`src/rtl/adcRdPkg.sv`:
```
package adcRdPkg;

  typedef enum logic [2:0] {
    ST_IDLE,
    ST_CONV,
    ST_LOW,
    ST_HIGH,
    ST_GAP
  } rdState_t;

  // strobes from control to datapath
  typedef struct packed {
    logic timerClr;
    logic bitClr;
    logic bitInc;
    logic capture;
    logic publish;
  } rdStrobe_t;

  // conditions from datapath to control
  typedef struct packed {
    logic halfDone;
    logic convDone;
    logic gapDone;
    logic lastBit;
    logic leadBit;
  } rdStatus_t;

endpackage

```
`src/rtl/adcRdPath.sv`:
```
module adcRdPath
  import adcRdPkg::*;
#(
  parameter int DATA_W   = 12,
  parameter int HALF_CYC = 13,
  parameter int CONV_CYC = 1063,
  parameter int GAP_CYC  = 63
) (
  input  logic              clk,
  input  logic              rstN,
  input  logic              sdi,
  input  rdStrobe_t         strobe,
  output rdStatus_t         status,
  output logic [DATA_W-1:0] result
);

  localparam int FRAME_W = DATA_W + 1;
  localparam int TMAX    = (CONV_CYC > GAP_CYC) ?
                           ((CONV_CYC > HALF_CYC) ? CONV_CYC : HALF_CYC) :
                           ((GAP_CYC > HALF_CYC) ? GAP_CYC : HALF_CYC);
  localparam int TW      = $clog2(TMAX + 1);
  localparam int BW      = $clog2(FRAME_W + 1);
  localparam logic [TW-1:0] HALF_LAST = TW'(HALF_CYC - 1);
  localparam logic [TW-1:0] CONV_LAST = TW'(CONV_CYC - 1);
  localparam logic [TW-1:0] GAP_LAST  = TW'(GAP_CYC - 1);
  localparam logic [TW-1:0] T_TOP     = TW'(TMAX);
  localparam logic [BW-1:0] BIT_LAST  = BW'(FRAME_W - 1);

  logic [TW-1:0]      timer;
  logic [BW-1:0]      bitCnt;
  logic [FRAME_W-1:0] frame;

  // one shared interval timer for phase, conversion and gap
  always_ff @(posedge clk or negedge rstN) begin
    if (!rstN)                timer <= '0;
    else if (strobe.timerClr) timer <= '0;
    else if (timer != T_TOP)  timer <= timer + 1'b1;
  end

  always_ff @(posedge clk or negedge rstN) begin
    if (!rstN)              bitCnt <= '0;
    else if (strobe.bitClr) bitCnt <= '0;
    else if (strobe.bitInc) bitCnt <= bitCnt + 1'b1;
  end

  always_ff @(posedge clk or negedge rstN) begin
    if (!rstN)               frame <= '0;
    else if (strobe.capture) frame <= {frame[FRAME_W-2:0], sdi};
  end

  always_ff @(posedge clk or negedge rstN) begin
    if (!rstN)               result <= '0;
    else if (strobe.publish) result <= frame[DATA_W-1:0];
  end

  always_comb begin
    status.halfDone = (timer == HALF_LAST);
    status.convDone = (timer == CONV_LAST);
    status.gapDone  = (timer == GAP_LAST);
    status.lastBit  = (bitCnt == BIT_LAST);
    status.leadBit  = frame[FRAME_W-1];
  end

  // the bit counter never runs past the thirteenth cycle
  a_r5_bit_bound: assert property (@(posedge clk) disable iff (!rstN)
    bitCnt <= BIT_LAST);

  // a sample is published only after the full frame was clocked
  a_r7_publish_full_frame: assert property (@(posedge clk) disable iff (!rstN)
    strobe.publish |-> bitCnt == BIT_LAST);

endmodule

```
`src/rtl/adcRdCtrl.sv`:
```
module adcRdCtrl
  import adcRdPkg::*;
#(
  parameter int GAP_CYC = 63
) (
  input  logic      clk,
  input  logic      rstN,
  input  logic      start,
  input  logic      edgeMode,
  input  logic      sdi,
  input  rdStatus_t status,
  output rdStrobe_t strobe,
  output logic      csN,
  output logic      sclk,
  output logic      valid,
  output logic      busy,
  output logic      frameErr
);

  localparam int CW = $clog2(GAP_CYC + 1);
  localparam logic [CW-1:0] GAP_SAT = CW'(GAP_CYC);

  rdState_t state, stateNext;
  logic     timeoutAbort;

  always_comb begin
    stateNext    = state;
    strobe       = '0;
    timeoutAbort = 1'b0;
    case (state)
      ST_IDLE: begin
        if (start) begin
          stateNext       = ST_CONV;
          strobe.timerClr = 1'b1;
        end
      end
      ST_CONV: begin
        if (edgeMode && sdi) begin
          stateNext       = ST_LOW;
          strobe.timerClr = 1'b1;
          strobe.bitClr   = 1'b1;
        end else if (status.convDone) begin
          strobe.timerClr = 1'b1;
          if (edgeMode) begin
            stateNext    = ST_GAP;
            timeoutAbort = 1'b1;
          end else begin
            stateNext     = ST_LOW;
            strobe.bitClr = 1'b1;
          end
        end
      end
      ST_LOW: begin
        if (status.halfDone) begin
          stateNext       = ST_HIGH;
          strobe.timerClr = 1'b1;
          strobe.capture  = 1'b1;
        end
      end
      ST_HIGH: begin
        if (status.halfDone) begin
          strobe.timerClr = 1'b1;
          if (status.lastBit) begin
            stateNext      = ST_GAP;
            strobe.publish = 1'b1;
          end else begin
            stateNext     = ST_LOW;
            strobe.bitInc = 1'b1;
          end
        end
      end
      ST_GAP: begin
        if (status.gapDone) stateNext = ST_IDLE;
      end
      default: stateNext = ST_IDLE;
    endcase
  end

  always_ff @(posedge clk or negedge rstN) begin
    if (!rstN) begin
      state    <= ST_IDLE;
      csN      <= 1'b1;
      sclk     <= 1'b0;
      valid    <= 1'b0;
      frameErr <= 1'b0;
    end else begin
      state <= stateNext;
      csN   <= (stateNext == ST_IDLE) || (stateNext == ST_GAP);
      sclk  <= (stateNext == ST_HIGH);
      valid <= strobe.publish;
      if (state == ST_IDLE && start) frameErr <= 1'b0;
      else if (timeoutAbort)         frameErr <= 1'b1;
      else if (strobe.publish)       frameErr <= ~status.leadBit;
    end
  end

  assign busy = (state != ST_IDLE);

  // cycles chip select has been high, saturating, for the gap check
  logic [CW-1:0] csHighCnt;
  always_ff @(posedge clk or negedge rstN) begin
    if (!rstN)                       csHighCnt <= GAP_SAT;
    else if (!csN)                   csHighCnt <= '0;
    else if (csHighCnt != GAP_SAT)   csHighCnt <= csHighCnt + 1'b1;
  end

  // the serial clock only toggles while the converter is selected
  a_r5_sclk_needs_cs: assert property (@(posedge clk) disable iff (!rstN)
    csN |-> !sclk);

  // the serial clock stays low while a conversion is running
  a_r2_sclk_low_conv: assert property (@(posedge clk) disable iff (!rstN)
    (state == ST_CONV) |-> !sclk);

  // the valid strobe lasts one cycle
  a_r7_valid_single: assert property (@(posedge clk) disable iff (!rstN)
    valid |=> !valid);

  // chip select rises in the cycle the sample is delivered
  a_r7_cs_rise_with_valid: assert property (@(posedge clk) disable iff (!rstN)
    valid |-> $rose(csN));

  // chip select never falls before the minimum high time
  a_r10_cs_gap: assert property (@(posedge clk) disable iff (!rstN)
    $fell(csN) |-> csHighCnt >= GAP_SAT);

  // the block reports busy whenever a transfer is active
  a_r10_busy_when_selected: assert property (@(posedge clk) disable iff (!rstN)
    !csN |-> busy);

endmodule

```
`src/rtl/adcSampleReader.sv`:
```
module adcSampleReader
  import adcRdPkg::*;
#(
  parameter int DATA_W   = 12,
  parameter int HALF_CYC = 13,
  parameter int CONV_CYC = 1063,
  parameter int GAP_CYC  = 63
) (
  input  logic              clk,
  input  logic              rstN,
  input  logic              start,
  input  logic              edgeMode,
  input  logic              sdi,
  output logic              csN,
  output logic              sclk,
  output logic [DATA_W-1:0] result,
  output logic              valid,
  output logic              busy,
  output logic              frameErr
);

  rdStrobe_t strobe;
  rdStatus_t status;

  adcRdCtrl #(
    .GAP_CYC (GAP_CYC)
  ) ctrl (
    .clk      (clk),
    .rstN     (rstN),
    .start    (start),
    .edgeMode (edgeMode),
    .sdi      (sdi),
    .status   (status),
    .strobe   (strobe),
    .csN      (csN),
    .sclk     (sclk),
    .valid    (valid),
    .busy     (busy),
    .frameErr (frameErr)
  );

  adcRdPath #(
    .DATA_W   (DATA_W),
    .HALF_CYC (HALF_CYC),
    .CONV_CYC (CONV_CYC),
    .GAP_CYC  (GAP_CYC)
  ) path (
    .clk    (clk),
    .rstN   (rstN),
    .sdi    (sdi),
    .strobe (strobe),
    .status (status),
    .result (result)
  );

endmodule

```
`config.mk`:
```
export PLATFORM = sky130hd
export DESIGN_NAME = adcSampleReader
export DESIGN_NICKNAME = d
export VERILOG_FILES = /design/src/rtl/adcRdPkg.sv /design/src/rtl/adcRdPath.sv /design/src/rtl/adcRdCtrl.sv /design/src/rtl/adcSampleReader.sv
export SDC_FILE = /design/constraint.sdc
export NUM_CORES = 1
export LEC_CHECK = 0
export ABC_AREA = 1
export ABC_CLOCK_PERIOD_IN_PS = 3550
export BUFFER_PORTS_ARGS = -buffer_cell sky130_fd_sc_hd__buf_2
export CORE_ASPECT_RATIO = 0.75
export CORE_UTILIZATION = 45
export CTS_CLUSTER_DIAMETER = 100
export DETAILED_ROUTE_END_ITERATION = 7
export PLACE_DENSITY = 0.73
export SLEW_MARGIN = 20
export SYNTH_ARGS = -nofsm -noshare
export SYNTH_HDL_FRONTEND = slang
export SYNTH_HIERARCHICAL = 1
export SYNTH_SLANG_ARGS = --single-unit
```
`constraint.sdc`:
```
create_clock -name clk -period 3.55 [get_ports clk]
set_input_delay 0.71 -clock clk [delete_from_list [all_inputs] [get_ports clk]]
set_output_delay 0.71 -clock clk [all_outputs]
set_load 0.02 [all_outputs]
```
==> metrics.md, run 1 <==
| Metric | Value |
|---|---|
| Largest net degree at the start of global routing | between 40 and 50 |
| Tot GR Track Use | a little under a fifth |
| Full die area | roughly 5300 µm² |
| Hold Crit Class | input port to asynchronous set/reset pin |
| Sw Pwr | approximately 540 µW |
| WL/cell | 12.5 µm |
| Cts repair resizes | 0 |
| Gate power share | ~28% |
| Synthesized area | 2270 µm² |
| Synth warn | 6 |
| Share of layout cells above drive strength 1 | 20.3% |
| Top Usage Layer GRT | met1 |
| Post-Place Cell Area | 2410 µm² |
| Register area share after synthesis | 51.9% |
| Synth Register Bits | 47 |
| CP Data Arrival Time | about 2.8 ns |
| Hold_ws | between 0.4 and 0.5 ns |
| Num CTS Buffers | 5 |
| Grt ovf | 0 |
| Nets | 300 |
| Synth-to-Final Area Change | 10.4% |
| Area of the multi-input gates | 907 µm² |
| Clk_lat worst skew | roughly 0.3 ns |
| Fin crit share | between 70% and 80% |
| Post-synth net total | between 200 and 300 |
| Final hold vios | 0 |
| Tmin final | 2.65 ns |
| Final setup vio count | 0 |
| Reg power frac | approximately 50% |
| GR Util met3 | ~5.5% |
| Die Span Y | about 64 µm |
| Initial Util | 48.8% |
| Adder-cell area share of the yosys netlist | between 2 and 3% |
| Status | finished, violations left |
| Initial antenna violation count | 0 |
| Ys flop type | dfrtp_1 |
| Worst setup SP type | flip-flop |
| Critical path class | flip-flop to flip-flop |
| Maximum fanout along the worst path | 23 |
| FP Rows | 21 |
| Multiplexer area fraction after synthesis | between 1 and 1.5% |
| Postcts setup bufs | 0 |
| Hold_buf cts | 0 |
| Setup_tns | 0 ns |
| Syn Inst Count | roughly 270 |
| Post-Place Worst Slack | approximately 0.95 ns |
| Fin worst setup slack | 0.905 ns |
| CP Capture Type | flip-flop |
| DR vias/cell | about 5.2 |
| # clock sinks | 47 |
| Worst EP required | 3.75 ns |
| Clk pwr share | 22.8% |
| Synth Area in Compound Gates | between 7 and 8% |
| Die W | 84.0 µm |
| Routed Wire Length | around 4400 µm |
| RSZ-0062 raised after global routing | false |
| Leak pwr | around 1.3 nW |
| Gpl congestion | approximately 0.89 |
| Fillers | between 400 and 500 |
| Post-layout power | about 1.4 mW |
| Max Clock Skew | roughly 0.012 ns |
| First-pass DRT Iterations | 6 |
| Final antenna-violating net count | 0 |
| Via count | between 1500 and 2000 |
| Post-route DRC | 2 |
| I/O pins | 22 |
| Core area | ~4700 µm² |
| FMAX | 378 MHz |
| Avg Inst Size Synth | 8.44 µm² |
| Int Pwr | 903 µW |
| Max-cap violations | 0 |
| Slew @ Worst Pin | ~0.65 ns |
| XOR/XNOR share of the synthesized area | less than 1% |
| Number of distinct library cells after synthesis | 29 |
| Failing checks | design-rule violations |
| EDFF count, synth | 0 |
| Antenna diodes | 0 |
| First-pass GRT wire length | between 7000 and 8000 µm |
| CTS tree | built |
| Vias in the first global route | roughly 1600 |
| Initial DRC count | between 200 and 250 |
| Met2 usage in global routing | between 20% and 30% |
| Final slew viol count | 0 |
| Clock Tree Root | clkbuf_8 |
| I/O Buffers | 21 |
| Register area | roughly 1200 µm² |
| Main combinational cell family by area after synthesis | simple AND/OR/NAND/NOR gates |
| Simple-Gate Fraction of Synth Area | between 20 and 30% |
| CTS Buffer Depth | 2 |
| Switching Share | a little under two fifths |
| Met1 usage | a little over a quarter |
| Depth of the CTS H-tree | 2 |
| Reg clk slew, reported paths | roughly 0.10 ns |
| Peak supply drop | 0.285 mV |
| Slew HR | 56.5% |
| Final Cell Area | around 2500 µm² |
| Ys async rst share | 100% |
| DP HPWL | approximately 3200 µm |
| Pwr dens | about 580 nW/µm² |
## area by class of cell
class	count	share of cell area [%]
clock inverters	3	0.949
inverters	38	5.69
well taps	57	2.85
flip-flops and latches	47	47.0
repair buffers	22	4.59
multi-input cells	176	36.2
clock buffers	5	2.75
## state kept, by name (all words and copies together) (netlist names)
name	cells
ctrl/csN	1
ctrl/frameErr	1
ctrl/sclk	1
ctrl/state	3
ctrl/valid	1
path/bitCnt	4
path/frame	13
path/result	12
path/timer	11
## through the flow
stage | std cells | util [%]
floorplan | 269 | -
global placement | 340 | 51.8
detailed placement | 340 | 51.8
CTS | 348 | 53.8
global route | 348 | 53.9
finish | 348 | 53.9
## cells in the final DEF, fill, tap and decap left out, types with 3 or more instances in the layout
master / count
a21oi_1: 18
buf_2: 20
clkbuf_8: 5
dfrtp_1: 46
ha_1: 5
inv_1: 35
inv_2: 3
mux2_2: 3
nand2_1: 45
nand2_2: 6
nand3_1: 16
nand3_2: 3
nand4_1: 6
nor2_1: 36
nor2_2: 10
nor3_1: 6
o21ai_0: 11
## power groups by stage
| stage | clock network, mW | registers [mW] | logic, mW |
|---|---|---|---|
| finish | 0.328 | 0.712 | 0.401 |
| global route | 0.368 | 0.724 | 0.449 |
| CTS | 0.336 | 0.710 | 0.401 |
| detailed placement | 0 | 0.719 | 0.398 |
| global placement | 0 | 0.720 | 0.387 |
| floorplan | 0 | 0.703 | 0.315 |
## final timing paths
check / endpoint / from / depth (start not counted) / slack (ns)
setup / recovery: path/result[1]$_DFFE_PN0P_ / path/timer[0]$_DFFE_PN0P_ / 9 / 0.90
hold / removal: path/frame[2]$_DFFE_PN0P_ / rstN / 1 / 0.41
setup reg to reg: path/result[1]$_DFFE_PN0P_ / path/timer[0]$_DFFE_PN0P_ / 9 / 0.90
hold reg to reg: path/frame[7]$_DFFE_PN0P_ / path/frame[6]$_DFFE_PN0P_ / 2 / 0.48
max in group asynchronous: path/result[6]$_DFFE_PN0P_ / rstN / 1 / 2.75
min in group clk: path/frame[7]$_DFFE_PN0P_ / path/frame[6]$_DFFE_PN0P_ / 2 / 0.48
## critical path: stages, from the launching register on
cell,delay (ns)
dfrtp_1,0.42
inv_1,0.13
ha_1,0.18
nand3_1,0.08
nor3_1,0.47
nand2_1,0.19
inv_1,0.11
nand2_1,0.09
inv_1,0.49
mux2_2,0.40
## per-layer routing
layer / up-vias / part of all wire, %
met5: - / 0
met4: 0 / 0.55
met3: 4 / 6.2
met2: 62 / 44
met1: 836 / 50
li1: 898 / -
## cells in the mapped netlist, types with 2 or more instances
cell type | instances | area, µm²
nand2_1 | 45 | 169
nand3_1 | 16 | 80.1
a21oi_1 | 18 | 90.1
clkbuf_1 | 2 | 7.51
ha_1 | 5 | 62.6
nor2_2 | 10 | 62.6
inv_2 | 3 | 11.3
dfrtp_1 | 46 | 1150
buf_4 | 2 | 15.0
nor2_1 | 36 | 135
o21ai_0 | 11 | 55.1
nand4_1 | 6 | 37.5
buf_2 | 4 | 20.0
o21ai_1 | 2 | 10.0
nand3_2 | 3 | 30.0
mux2_2 | 3 | 33.8
nor3_1 | 6 | 30.0
inv_1 | 35 | 131
nand2_2 | 6 | 37.5
## logic make-up (layout without fill, tap and decap cells)
family | Yosys count | count (layout)
AND/OR/NAND/NOR | 133 | 133
buffers and inverters | 46 | 68
multiplexers | 3 | 3
XOR/XNOR | 1 | 1
adder cells (fa/ha/maj) | 5 | 5
AO/OA/AOI/OAI | 34 | 34
flip-flops | 47 | 47
(Power assumes the default switching activity.)
==> run 2, diff against run 1 <==
- ABC_CLOCK_PERIOD_IN_PS: 3550 -> 2700
- clock period: 3.55 -> 2.7 ns (I/O delays scaled with it)
==> metrics.md, run 2 (synthesis results as in run 1) <==
| Metric | Value |
|---|---|
| Vias in the first global route | 1812 |
| Post-route DRC | 1 |
| Die Span Y | about 64 µm |
| Pwr dens | 776 nW/µm² |
| Delay-heaviest family, CP | simple AND/OR/NAND/NOR gates |
| Fin worst setup slack | 0.181 ns |
| Max-cap violations | 0 |
| CTS tree | built |
| Slew HR | approximately 55% |
| Slowest CP cell | nor3_1 |
| Maximum fanout along the worst path | 5 |
| Largest Register | path/frame |
| Depth of the CTS H-tree | 2 |
| CP bufs+invs | 1 |
| Worst-path cell chain | inv_1 > ha_1 > nand3_1 > nor3_1 > nand3_2 > nor3_1 > nor2_1 > nor2_1 > nand4_1 > nand2_1 > nor2_1 |
| Post-Place Worst Slack | roughly 0.24 ns |
| Num CTS Buffers | 5 |
| Initial DRC count | between 100 and 150 |
| Largest regs | path/frame: 13 flops, path/result: 12 flops, path/timer: 11 flops |
| Critical path class | flip-flop to flip-flop |
| Via count | around 1800 |
| FP Rows | 21 |
| Nets | 305 |
| DP HPWL | about 3400 µm |
| I/O pins | 22 |
| CTS Buffer Depth | 2 |
| Gpl congestion | around 0.88 |
| CP Capture Type | flip-flop |
| Worst setup SP type | flip-flop |
| Final antenna-violating net count | 0 |
| Hold_buf cts | 0 |
| Final hold vios | 0 |
| Top Metal Used | met4 |
| Setup_tns | 0 ns |
| Fin crit share | 93.3% |
| Tot GR Track Use | about a fifth |
| FF-to-FF Start | path/timer[0]$_DFFE_PN0P_ |
| Most common cell after layout, fill and taps aside | dfrtp_1 |
| Full die area | between 5000 and 6000 µm² |
| Status | finished, violations left |
| Fillers | 445 |
| Synth-to-Final Area Change | 12.6% |
| Final slew viol count | 0 |
| Postcts setup bufs | 0 |
| Largest net degree at the start of global routing | 32 |
| Share of layout cells above drive strength 1 | between 20% and 30% |
| Number of flip-flops under the largest register name | 13 |
| Commonest non-fill, non-tap cells in the layout | dfrtp_1 (46), nand2_1 (45), nor2_1 (36), inv_1 (35), buf_2 (21) |
| Core area | 4650 µm² |
| Hold Crit Class | input port to asynchronous set/reset pin |
| Cell mode on critical path | nor2_1 |
| DR vias/cell | between 5 and 6 |
| RSZ-0062 raised after global routing | false |
| Slew @ Worst Pin | about 0.7 ns |
| Clock Tree Root | clkbuf_8 |
| Post-Place Cell Area | ~2400 µm² |
| WL met3 | approximately 190 µm |
| WL/cell | ~13 µm |
| Routed Wire Length | ~4500 µm |
| I/O Buffers | 21 |
| First-pass DRT Iterations | 8 |
| Final setup vio count | 0 |
| Grt ovf | 0 |
| Initial Util | about half |
| FMAX | roughly 400 MHz |
| Die W | roughly 84 µm |
| WL met1 | 2210 µm |
| CP peak stage delay | around 0.47 ns |
| Max Clock Skew | a little over 0.006 ns |
| Cts repair resizes | 0 |
| Reg clk slew, reported paths | ~0.08 ns |
| Worst EP required | approximately 2.9 ns |
| Failing checks | design-rule violations |
| Metal2 WL | a little over 2000 µm |
| Leak pwr | between 1 and 1.5 nW |
| First-pass GRT wire length | about 7900 µm |
| CP Data Arrival Time | approximately 2.7 ns |
| Antenna diodes | 0 |
| Worst setup path startpoint | path/timer[0]$_DFFE_PN0P_ |
| Final Cell Area | between 2000 and 3000 µm² |
| Clk_lat worst skew | 0.29 ns |
| Tmin final | 2.52 ns |
| # clock sinks | between 40 and 50 |
| Initial antenna violation count | 0 |
| Peak supply drop | slightly above 0.3 mV |
## run 2: cell types whose count changed in the layout (fill, tap and decap cells not counted)
cell and change:
bufinv_16 +1, buf_4 +4, inv_6 -1, buf_2 +1, clkbuf_1 +2, clkinvlp_4 -2
## run 2: per-layer routing
layer | GRT usage, % | vias to the layer above
met1 | 25.1 | 817
li1 | - | 909
met3 | 4.46 | 5
met4 | 7.76 | 0
met5 | 0 | -
met2 | 30.1 | 42
## run 2: cell type report
class                      instances  area, µm²  share of cell area (%)
multi-input combinational        176        907                    35.5
inverter                          38        143                    5.58
clock inverter                     1       30.0                    1.18
tap                               57       71.3                    2.79
sequential                        47       1180                    46.1
timing repair buffer              27        150                    5.88
clock buffer                       7       76.3                    2.99
## run 2: worst reg2reg max path, cell delays in order, from the launching register on
cell and delay [ns]:
dfrtp_1 0.41, inv_1 0.12, ha_1 0.17, nand3_1 0.07
nor3_1 0.44, nand3_2 0.17, nor3_1 0.47, nor2_1 0.11
nor2_1 0.21, nand4_1 0.13, nand2_1 0.08, nor2_1 0.04
## run 2: where the power goes
part | switching (mW) | internal [mW]
Clock | 0.217 | 0.277
Combinational | 0.359 | 0.193
Sequential | 0.117 | 0.819
## run 2: metrics by stage
step / hold slack (ns) / cells / power (mW) / util, %
4_1_cts: 0.299 / 353 / 2.00 / 54.9
3_3_place_gp: 0.464 / 345 / 1.47 / 52.7
3_5_place_dp: 0.475 / 345 / 1.49 / 52.7
6_report: 0.277 / 353 / 1.98 / 54.9
5_1_grt: 0.329 / 353 / 2.12 / 54.9
2_1_floorplan: 0.244 / 269 / 1.34 / -
## run 2: worst paths after layout
| kind | end | depth (start not counted) | slack [ns] |
|---|---|---|---|
| setup / recovery | path/bitCnt[3]$_DFFE_PN0P_ | 11 | 0.18 |
| hold / removal | ctrl/state[1]$_DFF_PN0_ | 1 | 0.28 |
| setup reg to reg | path/bitCnt[3]$_DFFE_PN0P_ | 11 | 0.18 |
| hold reg to reg | path/frame[10]$_DFFE_PN0P_ | 2 | 0.49 |
| max in group asynchronous | ctrl/csN$_DFF_PN1_ | 2 | 1.76 |
| min in group clk | path/frame[10]$_DFFE_PN0P_ | 2 | 0.49 |
